==> src/rtl/gpio_sc_pkg.sv <==
`timescale 1ns/1ps
package gpio_sc_pkg;
  localparam logic [31:0] OFF_DATA_SET = 32'h000;
  localparam logic [31:0] OFF_DATA_CLR = 32'h004;
  localparam logic [31:0] OFF_DIR_SET  = 32'h010;
  localparam logic [31:0] OFF_DIR_CLR  = 32'h014;
  localparam logic [31:0] OFF_DIR_STAT = 32'h018;
  localparam logic [31:0] OFF_PIN_LVL  = 32'h080;

  // Mask of the implemented lines inside a 32-bit word.
  function automatic logic [31:0] line_mask(input int unsigned n);
    line_mask = (n >= 32) ? 32'hFFFF_FFFF : ((32'd1 << n) - 32'd1);
  endfunction

  // Next value of a set/clear register: set bits first, then cleared bits.
  function automatic logic [31:0] next_setclr(input logic [31:0] cur,
                                              input logic        do_set,
                                              input logic        do_clr,
                                              input logic [31:0] bits);
    logic [31:0] v;
    v = cur;
    if (do_set) v = v | bits;
    if (do_clr) v = v & ~bits;
    next_setclr = v;
  endfunction
endpackage

==> src/rtl/gpio_sc_bitreg.sv <==
`timescale 1ns/1ps
module gpio_sc_bitreg #(
  parameter int unsigned W = 32
) (
  input  logic         clk,
  input  logic         rst_n,
  input  logic         set_stb,
  input  logic         clr_stb,
  input  logic [W-1:0] bits,
  output logic [W-1:0] q
);
  import gpio_sc_pkg::*;

  logic [31:0] nxt_w;

  always_comb nxt_w = next_setclr(32'(q), set_stb, clr_stb, 32'(bits));

  always_ff @(posedge clk or negedge rst_n) begin
    if (!rst_n) q <= '0;
    else        q <= nxt_w[W-1:0];
  end
endmodule

==> src/rtl/gpio_sc_sync.sv <==
`timescale 1ns/1ps
module gpio_sc_sync #(
  parameter int unsigned W      = 32,
  parameter int unsigned STAGES = 2
) (
  input  logic         clk,
  input  logic         rst_n,
  input  logic [W-1:0] d,
  output logic [W-1:0] q
);
  logic [W-1:0] stage_q [STAGES];

  for (genvar s = 0; s < STAGES; s++) begin : g_stage
    always_ff @(posedge clk or negedge rst_n) begin
      if (!rst_n)      stage_q[s] <= '0;
      else if (s == 0) stage_q[s] <= d;
      else             stage_q[s] <= stage_q[(s == 0) ? 0 : s-1];
    end
  end

  assign q = stage_q[STAGES-1];
endmodule

==> src/rtl/gpio_sc_rdmux.sv <==
`timescale 1ns/1ps
module gpio_sc_rdmux #(
  parameter int unsigned W = 32
) (
  input  logic [31:0]  addr32,
  input  logic [W-1:0] dir_q,
  input  logic [W-1:0] pin_lvl,
  output logic [31:0]  rdata
);
  import gpio_sc_pkg::*;

  always_comb begin
    rdata = '0;
    if (addr32 == OFF_DIR_STAT)     rdata = 32'(dir_q);
    else if (addr32 == OFF_PIN_LVL) rdata = 32'(pin_lvl);
  end
endmodule

==> src/rtl/gpio_setclr_port.sv <==
`timescale 1ns/1ps
module gpio_setclr_port #(
  parameter int unsigned N_LINES = 32,
  parameter int unsigned ADDR_W  = 8
) (
  input  logic               clk,
  input  logic               rst_n,
  input  logic [ADDR_W-1:0]  bus_addr,
  input  logic               bus_we,
  input  logic [31:0]        bus_wdata,
  output logic [31:0]        bus_rdata,
  input  logic [N_LINES-1:0] pin_in,
  output logic [N_LINES-1:0] pad_oe,
  output logic [N_LINES-1:0] pad_out
);
  import gpio_sc_pkg::*;

  localparam int unsigned NREG = 2;  // 0: output data, 1: direction

  logic [31:0]        addr32;
  logic               wr_dset, wr_dclr, wr_oset, wr_oclr;
  logic [NREG-1:0]    set_stb, clr_stb;
  logic [N_LINES-1:0] reg_q [NREG];
  logic [N_LINES-1:0] pin_lvl;

  assign addr32  = 32'(bus_addr);
  assign wr_dset = bus_we && (addr32 == OFF_DATA_SET);
  assign wr_dclr = bus_we && (addr32 == OFF_DATA_CLR);
  assign wr_oset = bus_we && (addr32 == OFF_DIR_SET);
  assign wr_oclr = bus_we && (addr32 == OFF_DIR_CLR);
  assign set_stb = {wr_oset, wr_dset};
  assign clr_stb = {wr_oclr, wr_dclr};

  for (genvar g = 0; g < NREG; g++) begin : g_reg
    gpio_sc_bitreg #(.W(N_LINES)) reg_i (
      .clk     (clk),
      .rst_n   (rst_n),
      .set_stb (set_stb[g]),
      .clr_stb (clr_stb[g]),
      .bits    (bus_wdata[N_LINES-1:0]),
      .q       (reg_q[g])
    );
  end

  assign pad_out = reg_q[0];
  assign pad_oe  = reg_q[1];

  gpio_sc_sync #(.W(N_LINES), .STAGES(2)) sync_i (
    .clk   (clk),
    .rst_n (rst_n),
    .d     (pin_in),
    .q     (pin_lvl)
  );

  gpio_sc_rdmux #(.W(N_LINES)) rdmux_i (
    .addr32  (addr32),
    .dir_q   (reg_q[1]),
    .pin_lvl (pin_lvl),
    .rdata   (bus_rdata)
  );
endmodule

==> config.mk <==
export PLATFORM = sky130hd
export DESIGN_NAME = gpio_setclr_port
export DESIGN_NICKNAME = d
export VERILOG_FILES = /design/src/rtl/gpio_sc_pkg.sv /design/src/rtl/gpio_sc_bitreg.sv /design/src/rtl/gpio_sc_sync.sv /design/src/rtl/gpio_sc_rdmux.sv /design/src/rtl/gpio_setclr_port.sv
export SDC_FILE = /design/constraint.sdc
export NUM_CORES = 1
export LEC_CHECK = 0
export BUFFER_PORTS_ARGS = -buffer_cell sky130_fd_sc_hd__buf_2
export CAP_MARGIN = 0
export CORE_MARGIN = 2
export CORE_UTILIZATION = 50
export DETAILED_ROUTE_END_ITERATION = 8
export PLACE_DENSITY = 0.91
export RECOVER_POWER = 100
export SLEW_MARGIN = 15
export SYNTH_ARGS = -nofsm -noshare
export SYNTH_HDL_FRONTEND = slang
export SYNTH_HIERARCHICAL = 1
export SYNTH_SLANG_ARGS = --single-unit
==> constraint.sdc <==
create_clock -name clk -period 1.1 [get_ports clk]
set_input_delay 0 -clock clk [delete_from_list [all_inputs] [get_ports clk]]
set_output_delay 0 -clock clk [all_outputs]
set_load 0.005 [all_outputs]
Word level (Yosys, flattened, before mapping). Index checks and enable logic that the tools add are counted.

Eq/ne operators: 5. Multiplexer cells: 6. Bitwise logic cells: 5. Reductions and logical operators: 5.

Operators by type and width (number): $mux W32 (6); $and A32 B32 Y32 (2); $or A32 B32 Y32 (2); $logic_not A32 Y1 (1); $not A32 Y32 (1); $eq A8 B5 Y1 const B (3); $eq A8 B3 Y1 const B (1); $eq A8 B8 Y1 const B (1); $logic_and A1 B1 Y1 (4).

Bits in registers: 128. Bits of input ports: 75. Output and inout port bits: 96. Logic and storage cells: 25.

Longest topological paths before layout.
Depth in word-level cells: 5. Gate-level depth with buffers: 5. Depth with buffers taken out: 4.

Cells and area by module. The synthesis kept the hierarchy.

Modules (own cells, without submodules): gpio_sc_bitreg (instances 2, cells an instance 102, area an instance 1169.9 um2, sequential area each 800.8 um2); gpio_sc_sync (instances 1, cells an instance 96, area an instance 1841.8 um2, sequential area each 1601.5 um2); gpio_sc_rdmux (instances 1, cells an instance 89, area an instance 711.9 um2, sequential area each 0.0 um2); gpio_setclr_port (instances 1, cells an instance 9, area an instance 58.8 um2, sequential area each 0.0 um2).

Worst setup path before layout. No wires, ideal clock.

Path kind: in2reg. From: input bus_addr[5]. To: register g_reg[0].reg_i.q[0]. Library setup time: 0.077 ns. Data arrival time: 1.399 ns. Required time: 1.023 ns. Slack: -0.376 ns. Stages on the path: 5. Path buffers: 1. Cells stage by stage: or4b_4 -> nor3_1 -> buf_6 -> a21oi_1 -> a21oi_1.

Cells in the longest elaborated chain, start to end: 5. Elaborated cells between the ends (all ways): 7. Those cells by class: eq/ne (1); mux (2); bitwise (1); reduce/logical (3).

RTL lines: start: declaration (line gpio_setclr_port.sv:8) `input logic [ADDR_W-1:0] bus_addr,`; $logic_not A32 Y1 (*) (line gpio_setclr_port.sv:27) `assign wr_dset = bus_we && (addr32 == OFF_DATA_SET);`; $logic_and A1 B1 Y1 (*) (line gpio_setclr_port.sv:27); named net wr_dset (line gpio_setclr_port.sv:21) `logic wr_dset, wr_dclr, wr_oset, wr_oclr;`; $mux W32 (*) (line gpio_sc_pkg.sv:22) `if (do_set) v = v | bits;`; $and A32 B32 Y32 (line gpio_sc_pkg.sv:23) `if (do_clr) v = v & ~bits;`; $mux W32 (*) (line gpio_sc_pkg.sv:23); named net g_reg[0].reg_i.nxt_w[0] (line gpio_sc_bitreg.sv:14) `logic [31:0] nxt_w;`; end signal: assignment (line gpio_sc_bitreg.sv:20) `else q <= nxt_w[W-1:0];`; end: declaration (line gpio_sc_bitreg.sv:10) `output logic [W-1:0] q`.

The timed path passes the listed nets; every way through them passes the cells marked *.

Worst setup path in the final report.
From: register sync_i.stage_q, in the netlist sync_i/q[21]. To: output bus_rdata[21].

Cells in the longest elaborated chain, start to end: 2.

RTL lines: start: declaration (line gpio_sc_sync.sv:11) `logic [W-1:0] stage_q [STAGES];`; start signal: indexed assignment (line gpio_sc_sync.sv:17) `else stage_q[s] <= stage_q[(s == 0) ? 0 : s-1];`; $mux W32 (line gpio_sc_rdmux.sv:15) `else if (addr32 == OFF_PIN_LVL) rdata = 32'(pin_lvl);`; $mux W32 (line gpio_sc_rdmux.sv:14) `if (addr32 == OFF_DIR_STAT) rdata = 32'(dir_q);`; end: declaration (line gpio_setclr_port.sv:11) `output logic [31:0] bus_rdata,`.

No other way between the ends.

==> results.cfg <==
[cells_and_area]
area_growth_pct = 57.0
fin_area_sq_mm = 0.00778
regArea_sq_mm = 0.00321
fill_cells = 543
num_antenna_cells = 0
final_nets = 749
drive_gt1_share_pct = 44.7
multi_input_area_sq_mm = 0.00160

[drt]
drtPass1Iterations = 6
drt_iter0_markers = 293
wl_per_cell_um = 22.1
viasPerCell = 5.63
route.detailed.drc = 0
wl_um = 18100
vias = 4618
antenna_left = 0

[logic_synthesis]
yosys_warnings = 6
synth_cells = 398
yosysSeqAreaShare_pct = 64.7
syn_avg_cell_area_sq_um = 12.4
ys_types = 20
ys_ff_latch = 128
mappedNetlistArea_sq_mm = 0.00495

[outcome]
status = finished with violations
violations = setup timing

[sta]
max-slew-margin-rel_pct = 44.1
rsz0062_at_grt = true
worst_pin_slew_ns = 0.839
hold_viol_final = 0
finalSetupViolations = 77
hold_ws_ns = 0.123
fmax_mhz = 739
slew_viol_final = 0
fin_crit_sh_pct = 123
setup_ws_ns = -0.253
fin_worst_skew_ns = 0.00793
min_period_ns = 1.35

[critical_path]
critPathKind = register to output pin
startpoint_type = register
end_kind = output pin
critPathMaxFanout = 1
slowest_stage = dfrtp_1
cp.required_ns = 1.10
cpPeakStageDelay_ns = 0.40
crit_arrival_ns = 1.35
worstPathCellList = a22oi_2 > nor3_2 > buf_2

[clock_network]
insertion_delay_ns = 0.52
cts_buffers = 17
htreeDepth = 4
clk_pin_slew_worst_paths_ns = 0.07
clock-sinks = 128
cts_tree = built
clk_path_buf_depth = 2
cts-root-buf = clkbuf_8

[global_routing]
use_met1_pct = 35.0
antenna_found_initial = 0
grt_pass1_vias = 4881
grt_usage_pct = 32.4
grt-busiest-layer = met2
grtUsageMet2_pct = 57.1
grt_max_degree = 95
grt_overflow_total = 0
gr-usage-met3_pct = 8.37
grt_pass1_wl_um = 26500

[placed_design]
dpl_cell_area_sq_mm = 0.00590
gp_congestion = 0.851
pre_cts_slack_ns = -0.432
dp_hpwl_um = 8620
portBuffers = 170

[floorplan]
coreArea_sq_mm = 0.00968
die_y_um = 104
die-area_sq_mm = 0.0107
ios = 171
die_x_um = 104
start_util_pct = 51.1
rows = 36

[power_and_ir_drop]
powerDensity_mw_per_mm2 = 1500
vdd_drop_max_mv = 1.24
finalPower_w = 0.0117
power.leakage_nw = 3.65

[min_path]
min_path_type = input port to register

[job]
maxCapViolCount = 0
stage by stage:
stage	setup TNS [ns]	utilization, %	std cells
2_1_floorplan	-9.56	-	421
3_3_place_gp	-21.21	60.9	684
3_5_place_dp	-25.42	60.9	684
4_1_cts	-7.94	77.9	803
5_1_grt	-12.24	80.3	820
6_report	-8.29	80.3	820
what timing repair did:
item	in CTS	in global routing
gates cloned	0	2
setup buffers	22	20
gates resized for setup	51	34
pin swaps	19	7
endpoints found under the hold margin	224	0
hold buffers	65	0
endpoints found under the setup margin	37	65
placed cells by master, fill, tap and decap left out:
master,instances
a21oi_1,125
a21oi_2,3
a22oi_1,5
a22oi_2,27
and3b_1,1
buf_12,4
buf_2,124
buf_4,22
buf_6,50
bufinv_16,2
clkbuf_1,20
clkbuf_16,18
clkbuf_2,4
clkbuf_8,1
clkinv_2,3
clkinv_4,3
clkinvlp_4,3
conb_1,24
dfrtp_1,126
dfrtp_2,2
dlygate4sd3_1,65
inv_1,1
inv_6,4
nand4_1,1
nand4_2,1
nor2_1,1
nor3_1,3
nor3_2,32
nor3_4,2
nor3b_4,1
nor4_1,6
or4_1,1
or4b_1,1
or4b_4,1
layout make-up:
class | count | share of cell area [%]
clock buffers | 17 | 5.32
clock inverters | 15 | 2.04
inverters | 1 | 0.0483
multi-input cells | 235 | 20.6
flip-flops and latches | 128 | 41.2
well taps | 133 | 2.14
repair buffers | 291 | 28.6
final timing paths:
path                                                 from                        endpoint  cells past startpoint  slack [ns]
setup / recovery                   sync_i/q[21]$_DFF_PN0_                   bus_rdata[21]                      3       -0.25
max in group asynchronous                           rst_n  g_reg[0].reg_i/q[23]$_DFF_PN0_                      3        0.23
hold reg to reg              sync_i/stage_q[34]$_DFF_PN0_           sync_i/q[2]$_DFF_PN0_                      0        0.35
hold / removal                                  pin_in[8]    sync_i/stage_q[40]$_DFF_PN0_                      2        0.12
setup reg to reg           g_reg[1].reg_i/q[22]$_DFF_PN0_  g_reg[1].reg_i/q[22]$_DFF_PN0_                      4        0.03
min in group asynchronous                           rst_n    sync_i/stage_q[40]$_DFF_PN0_                      3        0.29
state kept, by name, summed over array words and instances (netlist names):
name / cells
g.reg_i/q: 64
sync_i/stage_q: 32
sync_i/q: 32
layer usage:
| metal | up-vias | part of all wire (%) |
|---|---|---|
| li1 | 1951 | - |
| met1 | 2245 | 33 |
| met2 | 336 | 54 |
| met3 | 86 | 7.7 |
| met4 | 0 | 5.0 |
| met5 | - | 0 |
kinds of logic after synthesis:
| group | Yosys count | share of synthesized area [%] |
|---|---|---|
| buffers and inverters | 58 | 8.41 |
| and+or+nand+nor | 51 | 9.04 |
| AOI/OAI and AO/OA | 160 | 17.8 |
| DFF | 128 | 64.7 |
| other | 1 | 0.0757 |
worst max-delay path: cells and delay by family (launching register included):
family	cells	cell delay, ns
DFF	1	0.40
buffers and inverters	1	0.13
AOI/OAI and AO/OA	1	0.23
and+or+nand+nor	1	0.07
synth_stat cells, drive strengths merged:
master | instances | area [sq um]
inv | 1 | 3.75
nand4 | 2 | 18.8
nor3b | 1 | 12.5
buf | 50 | 387
a21oi | 128 | 641
or4 | 1 | 7.51
and3b | 1 | 8.76
a22oi | 32 | 240
nor2 | 1 | 3.75
nor3 | 37 | 335
conb | 1 | 3.75
nor4 | 6 | 37.5
clkbuf | 7 | 26.3
dfrtp | 128 | 3200
or4b | 2 | 23.8
report_power, final:
| part | switching (W) | total (W) | internal (W) |
|---|---|---|---|
| clock network | 0.00221 | 0.00545 | 0.00325 |
| logic | 0.000544 | 0.00112 | 0.000578 |
| registers | 0.000152 | 0.00509 | 0.00494 |
| total | 0.00290 | 0.0117 | 0.00877 |
(Power assumes the default switching activity.)
